**src/rtl/ornot_pkg.sv**
```systemverilog
package ornot_pkg;
  localparam int unsigned WORD_W  = 32;
  localparam int unsigned IDX_W   = 4;
  localparam int unsigned IMM_W   = 12;
  localparam int unsigned BYTE_W  = 8;
  localparam int unsigned FLAG_N  = 4;
  localparam int unsigned ROT_W   = 5;

  // flag mask bit positions
  localparam int unsigned FB_N = 3;
  localparam int unsigned FB_Z = 2;
  localparam int unsigned FB_C = 1;
  localparam int unsigned FB_V = 0;

  localparam logic [IDX_W-1:0] IDX_ALL_ONES = '1;

  typedef struct packed {
    logic              imm_hi;
    logic              set_flags;
    logic [IDX_W-1:0]  src_idx;
    logic [2:0]        imm_mid;
    logic [IDX_W-1:0]  dst_idx;
    logic [BYTE_W-1:0] imm_lo;
  } fields_t;

  typedef struct packed {
    logic [WORD_W-1:0] result;
    logic              wr_en;
    logic [IDX_W-1:0]  wr_idx;
    logic [FLAG_N-1:0] flag_we;
    logic              n;
    logic              z;
    logic              c;
    logic              match;
    logic              movnot;
    logic              bad_dst;
    logic              bad_imm;
  } exec_out_t;
endpackage

```
**src/rtl/ornot_decode.sv**
```systemverilog
module ornot_decode
  import ornot_pkg::*;
(
  input  logic [WORD_W-1:0] instr,
  output fields_t           fld,
  output logic              match,
  output logic              redirect,
  output logic              dst_bad
);
  logic [15:0] hw_first;
  logic [15:0] hw_second;

  always_comb begin
    hw_first  = instr[WORD_W-1:16];
    hw_second = instr[15:0];
    fld.imm_hi    = hw_first[10];
    fld.set_flags = hw_first[4];
    fld.src_idx   = hw_first[3:0];
    fld.imm_mid   = hw_second[14:12];
    fld.dst_idx   = hw_second[11:8];
    fld.imm_lo    = hw_second[7:0];
  end

  // fixed opcode bits of both halfwords
  always_comb begin
    match = (hw_first[15:11] == 5'b11110) &&
            (hw_first[9] == 1'b0) &&
            (hw_first[8:5] == 4'b0011) &&
            (hw_second[15] == 1'b0);
  end

  always_comb begin
    redirect = match && (fld.src_idx == IDX_ALL_ONES);
    dst_bad  = match && !redirect && (fld.dst_idx == IDX_ALL_ONES);
  end
endmodule

```
**src/rtl/ornot_imm_expand.sv**
```systemverilog
module ornot_imm_expand
  import ornot_pkg::*;
#(
  parameter int unsigned OUT_W = WORD_W,
  parameter int unsigned K_W   = IMM_W
) (
  input  logic [K_W-1:0]   k,
  input  logic             carry_in,
  output logic [OUT_W-1:0] value,
  output logic             carry_out,
  output logic             pattern_bad
);
  localparam int unsigned NBYTES = OUT_W / BYTE_W;
  localparam int unsigned STAGES = ROT_W;

  logic [BYTE_W-1:0] b;
  logic [1:0]        sel;
  logic              replicate;
  logic [ROT_W-1:0]  amount;
  logic [OUT_W-1:0]  rep_val;

  assign b         = k[BYTE_W-1:0];
  assign sel       = k[9:8];
  assign replicate = (k[11:10] == 2'b00);
  assign amount    = k[11:7];

  // byte lanes for the replicate forms
  for (genvar gi = 0; gi < NBYTES; gi++) begin : g_lane
    logic lane_on;
    always_comb begin
      unique case (sel)
        2'b00:   lane_on = (gi == 0);
        2'b01:   lane_on = ((gi % 2) == 0);
        2'b10:   lane_on = ((gi % 2) == 1);
        default: lane_on = 1'b1;
      endcase
    end
    assign rep_val[gi*BYTE_W +: BYTE_W] = lane_on ? b : '0;
  end

  // logarithmic right rotator for the rotated form
  logic [OUT_W-1:0] stage [STAGES+1];
  assign stage[0] = {{(OUT_W-BYTE_W){1'b0}}, 1'b1, b[BYTE_W-2:0]};

  for (genvar gs = 0; gs < STAGES; gs++) begin : g_rot
    localparam int unsigned SH = 1 << gs;
    assign stage[gs+1] = amount[gs]
      ? {stage[gs][SH-1:0], stage[gs][OUT_W-1:SH]}
      : stage[gs];
  end

  always_comb begin
    if (replicate) begin
      value       = rep_val;
      carry_out   = carry_in;
      pattern_bad = (sel != 2'b00) && (b == '0);
    end else begin
      value       = stage[STAGES];
      carry_out   = stage[STAGES][OUT_W-1];
      pattern_bad = 1'b0;
    end
  end
endmodule

```
**src/rtl/ornot_alu_flags.sv**
```systemverilog
module ornot_alu_flags
  import ornot_pkg::*;
#(
  parameter int unsigned DW = WORD_W
) (
  input  logic [DW-1:0] operand,
  input  logic [DW-1:0] imm_val,
  input  logic          imm_carry,
  output logic [DW-1:0] result,
  output logic          neg,
  output logic          zero,
  output logic          carry
);
  always_comb begin
    result = operand | ~imm_val;
    neg    = result[DW-1];
    zero   = (result == '0);
    carry  = imm_carry;
  end
endmodule

```
**src/rtl/ornot_out_stage.sv**
```systemverilog
module ornot_out_stage
  import ornot_pkg::*;
(
  input  logic      clk,
  input  logic      rst,
  input  logic      in_valid,
  output logic      in_ready,
  input  exec_out_t din,
  output logic      out_valid,
  input  logic      out_ready,
  output exec_out_t dout
);
  logic take;

  assign in_ready = !out_valid || out_ready;
  assign take     = in_valid && in_ready;

  always_ff @(posedge clk) begin
    if (rst) begin
      out_valid <= 1'b0;
      dout      <= '0;
    end else begin
      if (in_ready) out_valid <= in_valid;
      if (take)     dout      <= din;
    end
  end
endmodule

```
**src/rtl/ornot_exec.sv**
```systemverilog
module ornot_exec
  import ornot_pkg::*;
(
  input  logic              clk,
  input  logic              rst,
  input  logic              in_valid,
  output logic              in_ready,
  input  logic [WORD_W-1:0] in_instr,
  input  logic [WORD_W-1:0] src_val,
  input  logic              carry_in,
  output logic              out_valid,
  input  logic              out_ready,
  output logic [WORD_W-1:0] out_result,
  output logic              out_wr_en,
  output logic [IDX_W-1:0]  out_wr_idx,
  output logic [FLAG_N-1:0] out_flag_we,
  output logic              out_n,
  output logic              out_z,
  output logic              out_c,
  output logic              out_match,
  output logic              out_movnot,
  output logic              out_bad_dst,
  output logic              out_bad_imm
);
  fields_t           fld;
  logic              match, redirect, dst_bad;
  logic [IMM_W-1:0]  k;
  logic [WORD_W-1:0] imm_val, result;
  logic              imm_carry, pat_bad, imm_bad;
  logic              neg, zero, carry, executes;
  exec_out_t         nxt, held;

  ornot_decode u_dec (
    .instr    (in_instr),
    .fld      (fld),
    .match    (match),
    .redirect (redirect),
    .dst_bad  (dst_bad)
  );

  assign k = {fld.imm_hi, fld.imm_mid, fld.imm_lo};

  ornot_imm_expand #(.OUT_W(WORD_W), .K_W(IMM_W)) u_exp (
    .k           (k),
    .carry_in    (carry_in),
    .value       (imm_val),
    .carry_out   (imm_carry),
    .pattern_bad (pat_bad)
  );

  ornot_alu_flags #(.DW(WORD_W)) u_alu (
    .operand   (src_val),
    .imm_val   (imm_val),
    .imm_carry (imm_carry),
    .result    (result),
    .neg       (neg),
    .zero      (zero),
    .carry     (carry)
  );

  always_comb begin
    imm_bad  = match && !redirect && pat_bad;
    executes = match && !redirect && !dst_bad && !imm_bad;

    nxt            = '0;
    nxt.result     = result;
    nxt.wr_en      = executes;
    nxt.wr_idx     = fld.dst_idx;
    nxt.n          = neg;
    nxt.z          = zero;
    nxt.c          = carry;
    nxt.match      = match;
    nxt.movnot     = redirect;
    nxt.bad_dst    = dst_bad;
    nxt.bad_imm    = imm_bad;
    if (executes && fld.set_flags) begin
      nxt.flag_we[FB_N] = 1'b1;
      nxt.flag_we[FB_Z] = 1'b1;
      nxt.flag_we[FB_C] = 1'b1;
    end
    nxt.flag_we[FB_V] = 1'b0;
  end

  ornot_out_stage u_out (
    .clk       (clk),
    .rst       (rst),
    .in_valid  (in_valid),
    .in_ready  (in_ready),
    .din       (nxt),
    .out_valid (out_valid),
    .out_ready (out_ready),
    .dout      (held)
  );

  always_comb begin
    out_result  = held.result;
    out_wr_en   = held.wr_en;
    out_wr_idx  = held.wr_idx;
    out_flag_we = held.flag_we;
    out_n       = held.n;
    out_z       = held.z;
    out_c       = held.c;
    out_match   = held.match;
    out_movnot  = held.movnot;
    out_bad_dst = held.bad_dst;
    out_bad_imm = held.bad_imm;
  end
endmodule

```
**config.mk**
```make
export PLATFORM = sky130hd
export DESIGN_NAME = ornot_exec
export DESIGN_NICKNAME = d
export VERILOG_FILES = /design/src/rtl/ornot_pkg.sv /design/src/rtl/ornot_decode.sv /design/src/rtl/ornot_imm_expand.sv /design/src/rtl/ornot_alu_flags.sv /design/src/rtl/ornot_out_stage.sv /design/src/rtl/ornot_exec.sv
export SDC_FILE = /design/constraint.sdc
export NUM_CORES = 1
export LEC_CHECK = 0
export BUFFER_PORTS_ARGS = -buffer_cell sky130_fd_sc_hd__clkbuf_2
export CORE_MARGIN = 2
export CORE_UTILIZATION = 42
export DETAILED_ROUTE_END_ITERATION = 10
export HOLD_SLACK_MARGIN = 0.03
export PLACE_DENSITY = 0.78
export RECOVER_POWER = 100
export SETUP_SLACK_MARGIN = 0.5
export SLEW_MARGIN = 20
export SYNTH_ARGS = -nofsm -noshare
export SYNTH_HDL_FRONTEND = slang
export SYNTH_HIERARCHICAL = 1
export SYNTH_SLANG_ARGS = --single-unit
```
**constraint.sdc**
```tcl
create_clock -name clk -period 5.58 [get_ports clk]
set_input_delay 1.116 -clock clk [delete_from_list [all_inputs] [get_ports clk]]
set_output_delay 1.116 -clock clk [all_outputs]
set_load 0.02 [all_outputs]
```
==> metrics.csv <==
metric,value,unit
status,"complete, but fails checks",
violations,"capacitance limit, slew limit",
crit_fanout,34,
rsz0062_at_grt,false,
synthesis.instances,480,
gp_congestion,0.990,
fin_crit,4.38,ns
worst_pin_slew,2.01,ns
path_buf_inv,2,
syn2layout_area_growth,9.04,%
root_buffer,clkbuf_8,
htreeDepth,2,
fillers,963,
wl,11.7,mm
n_antenna_cell,0,
arrival,4.62,ns
drtIter0Drc,337,
max_stage_delay,1.00,ns
rr_worst_depth,3,
setup_viol,0,
hold_end,u_out/dout[23]$_SDFFE_PP0P_,
coreArea,9200,um^2
postCtsSetupBuffers,0,
yosys_warnings,6,
cts_buffers,5,
fin_crit_sh,78.6,%
ant_nets,0,
overflow,0,
drt_first_pass_iters,6,
required,5.81,ns
cts_sinks,49,
design.portCount,119,
placementRows,35,
hold_violations,0,
r2r_setup_slack,3.96,ns
maxCapViolCount,2,
die_w,101,um
hold_buffers,0,
cp_slowest_cell,clkbuf_1,
via_per_inst,5.88,
hpwl,8.47,mm
clock_latency,0.30,ns
fin_cells,656,
crit_family,buffers and inverters,
final_core_util,46.9,%
wl_met2,5.44,mm
power_density,208,nW/um^2
dp_cells,648,
clockBufferDepth,2,
slew_headroom,-34.3,%
clkTransAtPathRegs,0.09,ns
grt_pass1_vias,3515,
initial_core_util,43.0,%
antenna_found_initial,0,
port_buffers,118,
end_kind,register,
cts_resized,0,
hold_path.class,reg -> reg,
max_freq,0.228,GHz
fin_skew,0.0111,ns
die_y,101,um
grt_max_degree,99,
hold_start,u_out/dout[23]$_SDFFE_PP0P_,
p_leak,1.70,nW
highest_layer,met4,
worstSetupStartpointType,input pin,
dieArea,10200,um^2
wl_met3,821,um
cts_tree,done,
drive_above_1_share,19.8,%
final_nets,613,
wl_met1,5.24,mm
path_cells,"clkbuf_1, clkinv_1, nor2_1, nand2_1, a21oi_1, and4bb_1, nand4_1, nor4_1, nand3_1, a21oi_2",
hold_depth,2,
drc,0,
grt_usage,21.9,%
max-vdd-ir-drop,0.147,mV
final_max_slew_viol_count,100,
syn-num-nets,549,
grt_pass1_wl,18.1,mm
wl_per_cell,17.9,um
worstSetupPathType,in -> reg,
synthesis.area,3960,um^2
fin_tns_setup,0,ns
syn_area_per_cell,8.25,um^2
vias,3857,
reg2reg_to,u_out/dout[34]$_SDFFE_PP0P_,
r2r-start,u_out/out_valid$_SDFFE_PP0P_,
==> report_power, final <==
group | internal, mW | total (mW) | leakage (nW) | switching, mW
combinational | 0.0945 | 0.256 | 1.24 | 0.161
sequential | 0.371 | 0.382 | 0.405 | 0.0102
clock | 0.134 | 0.260 | 0.0543 | 0.126
total | 0.600 | 0.898 | 1.70 | 0.297
==> cell type report <==
cell class / instances / area (um^2) / area share, %
Clock buffer: 5 / 68.8 / 1.59
Clock inverter: 3 / 46.3 / 1.07
Tap cell: 111 / 139 / 3.22
Sequential cell: 49 / 981 / 22.7
Inverter: 5 / 18.8 / 0.435
Timing Repair Buffer: 120 / 537 / 12.4
Multi-Input combinational cell: 363 / 2530 / 58.5
==> registers in the layout, indices dropped and copies added, names as in the netlist <==
| register | flops |
|---|---|
| u_out/dout | 48 |
| u_out/out_valid | 1 |
==> how the worst max path moves through the flow <==
stage,from,to,slack (ns),depth (start not counted)
final,in_instr[13],u_out/dout[5]$_SDFFE_PP0P_,1.20,10
after detailed placement,in_instr[13],u_out/dout[5]$_SDFFE_PP0P_,1.80,10
after global routing,in_valid,u_out/dout[34]$_SDFFE_PP0P_,0.90,4
after floorplan,in_instr[5],u_out/dout[5]$_SDFFE_PP0P_,2.52,10
after CTS,in_instr[13],u_out/dout[5]$_SDFFE_PP0P_,2.11,10
after global placement,in_instr[13],u_out/dout[5]$_SDFFE_PP0P_,1.80,9
==> metrics by stage <==
stage / total power, mW / hold slack [ns] / area [um^2] / setup WS, ns
floorplan: 0.582 / 0.645 / 3960 / 2.52
global placement: 0.648 / 0.560 / 4310 / 1.80
detailed placement: 0.648 / 0.555 / 4310 / 1.80
CTS: 0.906 / 0.576 / 4420 / 2.11
global route: 0.941 / 0.592 / 4320 / 0.900
finish: 0.898 / 0.573 / 4320 / 1.20
==> placed cells by master, fill, tap and decap left out, types with 2 or more instances in the layout <==
master / instances
dfxtp_1: 49
clkbuf_1: 53
inv_1: 4
nor3b_1: 3
and4bb_1: 12
nor4bb_1: 5
nor4_1: 3
a32oi_1: 5
mux2i_1: 12
o221ai_1: 2
nand4_1: 7
a21bo_1: 48
nor2_1: 25
nand2_1: 24
o21ai_0: 13
nand2b_1: 38
clkbuf_8: 5
a22oi_1: 3
a31oi_1: 3
clkbuf_2: 66
nand3b_1: 2
a21oi_1: 43
o22ai_1: 6
a21oi_2: 20
a22o_1: 5
nor2b_1: 5
nand3_1: 52
a31o_2: 3
==> worst reg2reg max path, stage by stage, from the launching register on <==
cell and delay, ns:
dfxtp_1 0.34, nand2b_4 0.71, nand3_1 0.28, a21oi_1 0.22
==> metal layers <==
layer / vias to the layer above / track usage (%)
met5: - / 0
met1: 1805 / 30.5
li1: 1863 / -
met4: 0 / 5.72
met3: 18 / 3.81
met2: 171 / 34.9
No activity file was read; power rests on OpenSTA's default activity.
